$ cat config.mk
export PLATFORM = sky130hd
export DESIGN_NAME = sdram_wr_ctrl
export DESIGN_NICKNAME = d
export VERILOG_FILES = /design/src/rtl/sdwr_pkg.sv /design/src/rtl/sdwr_burst.sv /design/src/rtl/sdwr_twr.sv /design/src/rtl/sdram_wr_ctrl.sv
export SDC_FILE = /design/constraint.sdc
export NUM_CORES = 1
export LEC_CHECK = 0
export ABC_AREA = 1
export BUFFER_PORTS_ARGS = -buffer_cell sky130_fd_sc_hd__buf_4
export CAP_MARGIN = 20
export CORE_MARGIN = 1.5
export CORE_UTILIZATION = 30
export DETAILED_ROUTE_END_ITERATION = 10
export PLACE_DENSITY_LB_ADDON = 0.25
export SETUP_SLACK_MARGIN = 0.1
export SLEW_MARGIN = 20
export SYNTH_ARGS = -nofsm -noshare
export SYNTH_HDL_FRONTEND = slang
export SYNTH_HIERARCHICAL = 1
export SYNTH_SLANG_ARGS = --single-unit
export TNS_END_PERCENT = 30
$ cat constraint.sdc
create_clock -name clk -period 3.65 [get_ports clk]
set_input_delay 0.365 -clock clk [delete_from_list [all_inputs] [get_ports clk]]
set_output_delay 0.365 -clock clk [all_outputs]
set_load 0.01 [all_outputs]
$ cat src/rtl/sdwr_pkg.sv
package sdwr_pkg;
  typedef enum logic [1:0] {
    CMD_NOP   = 2'd0,
    CMD_WRITE = 2'd1,
    CMD_READ  = 2'd2,
    CMD_PRE   = 2'd3
  } cmd_e;
endpackage

$ cat src/rtl/sdwr_burst.sv
module sdwr_burst
  import sdwr_pkg::*;
#(
  parameter int COL_W     = 9,
  parameter int BANK_W    = 2,
  parameter int BURST_LEN = 4,
  parameter bit FULL_PAGE = 1'b0
) (
  input  logic              clk,
  input  logic              rst,
  input  cmd_e              cmd,
  input  logic [BANK_W-1:0] bank,
  input  logic [COL_W-1:0]  col,
  input  logic              dm,
  input  logic              pre_block,
  output logic              wr_now,
  output logic [BANK_W-1:0] wr_bank,
  output logic [COL_W-1:0]  wr_col
);
  localparam int LEFT_W = $clog2(BURST_LEN + 1);
  localparam logic [LEFT_W-1:0] FIRST_LEFT = LEFT_W'(BURST_LEN - 1);
  localparam logic [LEFT_W-1:0] ONE_LEFT   = LEFT_W'(1);
  localparam logic [COL_W-1:0]  ONE_COL    = COL_W'(1);
  localparam bit MULTI = FULL_PAGE || (BURST_LEN > 1);

  logic              act_q, act_n;
  logic [BANK_W-1:0] bank_q, bank_n;
  logic [COL_W-1:0]  nxt_q, nxt_n;
  logic [LEFT_W-1:0] left_q, left_n;
  logic [COL_W-1:0]  adv_in, adv_out;

  assign adv_in = (cmd == CMD_WRITE) ? col : nxt_q;

  // Column advance: row wrap for full page, aligned-group wrap otherwise
  generate
    if (FULL_PAGE) begin : g_row_wrap
      assign adv_out = adv_in + ONE_COL;
    end else if (BURST_LEN == 1) begin : g_single
      assign adv_out = adv_in;
    end else begin : g_group_wrap
      localparam int LBW = $clog2(BURST_LEN);
      localparam logic [LBW-1:0] ONE_LOW = LBW'(1);
      assign adv_out = {adv_in[COL_W-1:LBW], adv_in[LBW-1:0] + ONE_LOW};
    end
  endgenerate

  always_comb begin
    wr_now  = 1'b0;
    wr_bank = bank_q;
    wr_col  = nxt_q;
    act_n   = act_q;
    bank_n  = bank_q;
    nxt_n   = nxt_q;
    left_n  = left_q;
    unique case (cmd)
      CMD_WRITE: begin
        wr_now  = !dm;
        wr_bank = bank;
        wr_col  = col;
        bank_n  = bank;
        nxt_n   = adv_out;
        left_n  = FIRST_LEFT;
        act_n   = MULTI;
      end
      CMD_READ: begin
        act_n = 1'b0;
      end
      default: begin
        if (act_q && cmd == CMD_PRE && !pre_block && bank == bank_q) begin
          act_n = 1'b0;
        end else if (act_q) begin
          wr_now = !dm;
          nxt_n  = adv_out;
          if (!FULL_PAGE) begin
            left_n = left_q - ONE_LEFT;
            act_n  = (left_q != ONE_LEFT);
          end
        end
      end
    endcase
  end

  always_ff @(posedge clk) begin
    if (rst) begin
      act_q  <= 1'b0;
      bank_q <= '0;
      nxt_q  <= '0;
      left_q <= '0;
    end else begin
      act_q  <= act_n;
      bank_q <= bank_n;
      nxt_q  <= nxt_n;
      left_q <= left_n;
    end
  end
endmodule

$ cat src/rtl/sdwr_twr.sv
module sdwr_twr #(
  parameter int NUM_BANKS = 4,
  parameter int BANK_W    = 2,
  parameter int TWR       = 2
) (
  input  logic                 clk,
  input  logic                 rst,
  input  logic                 wr_now,
  input  logic [BANK_W-1:0]    wr_bank,
  input  logic                 pre_req,
  input  logic [BANK_W-1:0]    pre_bank,
  output logic [NUM_BANKS-1:0] fire,
  output logic                 viol_any
);
  localparam int CNT_W = $clog2(TWR + 1);
  localparam logic [CNT_W-1:0] CNT_MAX = CNT_W'(TWR);
  localparam logic [CNT_W-1:0] CNT_ONE = CNT_W'(1);

  logic [NUM_BANKS-1:0] viol_v;

  generate
    for (genvar b = 0; b < NUM_BANKS; b++) begin : g_bank
      logic [CNT_W-1:0] cnt_q;
      logic             pend_q;
      logic             hit_w, hit_p, ready;

      assign hit_w     = wr_now && (wr_bank == BANK_W'(b));
      assign hit_p     = pre_req && (pre_bank == BANK_W'(b));
      assign ready     = (cnt_q >= CNT_MAX);
      assign fire[b]   = ready && (hit_p || pend_q);
      assign viol_v[b] = hit_p && !ready;

      always_ff @(posedge clk) begin
        if (rst) begin
          cnt_q  <= CNT_MAX;
          pend_q <= 1'b0;
        end else begin
          if (hit_w)       cnt_q <= CNT_ONE;
          else if (!ready) cnt_q <= cnt_q + CNT_ONE;
          if (viol_v[b])    pend_q <= 1'b1;
          else if (fire[b]) pend_q <= 1'b0;
        end
      end
    end
  endgenerate

  assign viol_any = |viol_v;
endmodule

$ cat src/rtl/sdram_wr_ctrl.sv
module sdram_wr_ctrl
  import sdwr_pkg::*;
#(
  parameter int NUM_BANKS = 4,
  parameter int COL_W     = 9,
  parameter int DATA_W    = 16,
  parameter int BURST_LEN = 4,
  parameter bit FULL_PAGE = 1'b0,
  parameter int TWR       = 2,
  localparam int BANK_W   = $clog2(NUM_BANKS)
) (
  input  logic                 clk,
  input  logic                 rst,
  input  logic [1:0]           cmd_in,
  input  logic [BANK_W-1:0]    bank_in,
  input  logic [COL_W-1:0]     col_in,
  input  logic                 ap_in,
  input  logic [DATA_W-1:0]    din,
  input  logic                 dm_in,
  output logic                 arr_we,
  output logic [BANK_W-1:0]    arr_bank,
  output logic [COL_W-1:0]     arr_col,
  output logic [DATA_W-1:0]    arr_data,
  output logic [NUM_BANKS-1:0] pre_done,
  output logic                 twr_viol,
  output logic                 illegal_cmd
);
  cmd_e                 cmd;
  logic [NUM_BANKS-1:0] ap_q;
  logic                 illegal, pre_req;
  logic                 wr_now;
  logic [BANK_W-1:0]    wr_bank;
  logic [COL_W-1:0]     wr_col;
  logic [NUM_BANKS-1:0] fire;
  logic                 viol_any;

  assign cmd     = cmd_e'(cmd_in);
  assign illegal = (cmd == CMD_PRE) && ap_q[bank_in];
  assign pre_req = (cmd == CMD_PRE) && !illegal;

  always_ff @(posedge clk) begin
    if (rst) ap_q <= '0;
    else if (cmd == CMD_WRITE) ap_q[bank_in] <= ap_in;
  end

  sdwr_burst #(
    .COL_W(COL_W), .BANK_W(BANK_W), .BURST_LEN(BURST_LEN), .FULL_PAGE(FULL_PAGE)
  ) u_burst (
    .clk(clk), .rst(rst), .cmd(cmd), .bank(bank_in), .col(col_in), .dm(dm_in),
    .pre_block(illegal), .wr_now(wr_now), .wr_bank(wr_bank), .wr_col(wr_col)
  );

  sdwr_twr #(
    .NUM_BANKS(NUM_BANKS), .BANK_W(BANK_W), .TWR(TWR)
  ) u_twr (
    .clk(clk), .rst(rst), .wr_now(wr_now), .wr_bank(wr_bank),
    .pre_req(pre_req), .pre_bank(bank_in), .fire(fire), .viol_any(viol_any)
  );

  always_ff @(posedge clk) begin
    if (rst) begin
      arr_we      <= 1'b0;
      arr_bank    <= '0;
      arr_col     <= '0;
      arr_data    <= '0;
      pre_done    <= '0;
      twr_viol    <= 1'b0;
      illegal_cmd <= 1'b0;
    end else begin
      arr_we      <= wr_now;
      arr_bank    <= wr_bank;
      arr_col     <= wr_col;
      arr_data    <= din;
      pre_done    <= fire;
      twr_viol    <= viol_any;
      illegal_cmd <= illegal;
    end
  end
endmodule

==> reports/qor.yml <==
global_route:
  grt_pass1_vias: 2285
  grt.total_usage: 0.125
  grt_start_max_net_pins: 46
  overflow: 0
  grt_pass1_wl_um: 10100
  antenna_found_initial: 0
timing:
  tns_ps: 0
  rsz0062_at_grt: "no"
  slew_headroom: 0.626
  setup_viol: 0
  fin_crit_ps: 1980
  clock_skew_ps: 7.92
  hold_viol: 0
  timing.fmax_ghz: 0.506
  tightest_slew_ps: 560
  maxSlewViolCount: 0
  period_share: 0.541
synth:
  synth_cells: 403
  synth_compound_area_frac: 0.0802
  ys_dominant_reg_cell: "dfxtp_1"
  synth_top_family_by_area: "simple AND/OR/NAND/NOR gates"
  synth_edf_count: 0
  yosys-mux-area-fraction: 0
  yosysWarnings: 6
  synth_area_per_cell_um2: 7.24
  syn_area_um2: 2920
  ys_seq_elements: 65
  synth_top_area_cell: "dfxtp_1"
  yosysTopAreaCellShare: 0.446
  seq_area_frac_synth: 0.446
  yosys-top-cells-count: "nor2_1 (77), inv_1 (73), nand2_1 (69), dfxtp_1 (65), nand3_1 (23)"
  synthArstFlopShare: 0
  synth_cell_type_count: 25
  yosysMostFrequentCell: "nor2_1"
  synth_nets: 445
  synthAdderAreaFrac: 0.0386
  synth.area.top_cells: "dfxtp_1 (45%), nor2_1 (9.9%), inv_1 (9.4%)"
  synth_xor_xnor_area_share: 0.00300
  synth-simple-area-share: 0.282
die:
  dieWidth_um: 102
  core-area_um2: 9330
  dieArea_um2: 10300
  initial_core_util: 0.313
  rows: 35
  die_h_um: 102
  io_pins: 67
drt:
  routed_wl_um: 5900
  vias_per_cell: 4.21
  drtPass1Iterations: 4
  vias: 2511
  drc_errors: 0
  wl_per_cell_um: 9.90
  drt_iter0_markers: 99
  ant_nets: 0
placement:
  dpl.hpwl_um: 4070
  gp_congestion: 0.758
  portBuffers: 66
  dp_cells: 580
job:
  max-cap-violations: 0
cts:
  cts-buffers-inserted: 9
  cts_buffer_depth: 2
  cts_sinks: 65
  path_clk_slew_ps: 80
  h-tree-depth: 3
  cts.repair.resized: 0
  holdBufCountCts: 0
  clockRootBuffer: "clkbuf_8"
  post_cts_buffers: 0
  tritoncts: "done"
  clock_latency_ps: 340
worst_setup_path:
  reg2reg_to: "u_twr/g_bank[1].cnt_q[1]$_SDFFE_PP1P_"
  setup.worst_path.end_class: "register"
  cp.arrival_ps: 2200
  path_cells: "buf_4, inv_1, ha_1, inv_2, nor2_1, a31oi_1, nor2_1, nand3_1, o21ai_0, nand2_1"
  cp_slowest_cell: "ha_1"
  r2r_cells: 15
  start_kind: "input pin"
  crit_top_cell: "nor2_1"
  worst_path_largest_cell_delay_ps: 500
  critPathMaxFanout: 17
  crit_type: "input pin to register"
  r2r_slack_ps: 1820
  r2r_start: "ap_q[0]$_SDFFE_PP0P_"
  critPathRequiredTime_ps: 3870
  critPathBufInv: 3
  path_delay_family: "simple AND/OR/NAND/NOR gates"
pwr:
  p_clk_frac: 0.420
  p_seq_frac: 0.460
  power.density_nw_per_um2: 452
  p_leak_nw: 1.78
  netSwitchingPower_w: 0.000410
  p_comb_frac: 0.121
  p_sw_frac: 0.249
  ir_drop_mv: 0.173
  p_int_w: 0.00124
cells_and_area:
  nets: 504
  layout.cells.non_filler: 596
  fillers: 989
  diodes: 0
  drive_gt1_frac: 0.229
  area_delta_synth_final_pct: 25.0
worst_hold_path:
  min_path_type: "input pin to register"
  min-delay-start: "din[12]"
  min_to: "arr_data[12]$_SDFF_PP0_"
  worstHoldPathCells: 3
outcome:
  status: "completed"
-- layout by cell type, fill, tap and decap left out, drive strengths merged --
cell type and instances:
nand2 74, nand3 25, nor3 2, clkinv 4, inv 76, dfxtp 65
a21oi 22, or2 8, a31oi 4, xnor2 1, bufinv 2, buf 66
ha 9, nor2 81, clkbuf 10, o21ai 16, nand4 2
-- through the flow --
| step | hold WS (ps) | utilization | power, W | area, µm² | worst slack, ps |
|---|---|---|---|---|---|
| 5_1_grt | 211 | 0.391 | 0.00174 | 3650 | 1480 |
| 3_3_place_gp | 440 | 0.367 | 0.000974 | 3420 | 1400 |
| 2_1_floorplan | 424 | - | 0.000910 | 2920 | 2000 |
| 3_5_place_dp | 450 | 0.367 | 0.000977 | 3420 | 1300 |
| 4_1_cts | 197 | 0.391 | 0.00169 | 3650 | 1670 |
| 6_report | 222 | 0.391 | 0.00165 | 3650 | 1670 |
-- cell type report --
cell class	count	area [µm²]	area share
Sequential cell	65	1300	0.357
Multi-Input combinational cell	244	1180	0.323
Timing Repair Buffer	66	495	0.136
Inverter	76	285	0.0782
Tap cell	129	161	0.0442
Clock buffer	10	138	0.0377
Clock inverter	6	91.3	0.0250
-- flip-flops by register name, summed over array words and instances (netlist names), 2 cells and up --
register	count
arr_bank	2
u_twr/g_bank.pend_q	4
pre_done	4
u_burst/bank_q	2
u_burst/left_q	3
ap_q	4
arr_col	9
arr_data	16
u_twr/g_bank.cnt_q	8
u_burst/nxt_q	9
-- power groups by stage --
stage | Sequential (W) | Combinational [W] | Clock [W]
floorplan | 0.000782 | 0.000128 | 0
global placement | 0.000774 | 0.000200 | 0
detailed placement | 0.000774 | 0.000202 | 0
CTS | 0.000758 | 0.000203 | 0.000729
global route | 0.000762 | 0.000229 | 0.000754
finish | 0.000758 | 0.000199 | 0.000692
-- per-layer routing --
layer  track usage  vias to the layer above  share of wire
met5             0                        -              0
met4        0.0513                        0          0.012
met3        0.0366                        8          0.068
met2         0.197                       73           0.44
met1         0.159                     1099           0.48
li1              -                     1331              -
-- worst max path at each step --
stage	cells past startpoint	to	slack [ps]	start
3_3_place_gp	10	u_twr/g_bank[1].cnt_q[1]$_SDFFE_PP1P_	1400	cmd_in[1]
3_5_place_dp	10	u_twr/g_bank[1].cnt_q[1]$_SDFFE_PP1P_	1300	cmd_in[1]
2_1_floorplan	16	u_twr/g_bank[2].cnt_q[1]$_SDFFE_PP1P_	2000	bank_in[0]
5_1_grt	9	u_burst/left_q[1]$_SDFFE_PP0P_	1480	cmd_in[1]
4_1_cts	10	u_twr/g_bank[1].cnt_q[1]$_SDFFE_PP1P_	1670	cmd_in[1]
6_report	10	u_twr/g_bank[1].cnt_q[1]$_SDFFE_PP1P_	1670	cmd_in[1]
-- tightest hold or removal path: cells and delay by family --
family	cells	cell delay (ps)
buffers and inverters	2	110
and+or+nand+nor	1	60
-- logic make-up after synthesis --
| family | after synthesis |
|---|---|
| compound gates | 42 |
| fa+ha+maj | 9 |
| simple gates | 192 |
| xor+xnor | 1 |
| buf+inv | 94 |
| flops | 65 |
(Power assumes the default switching activity.)
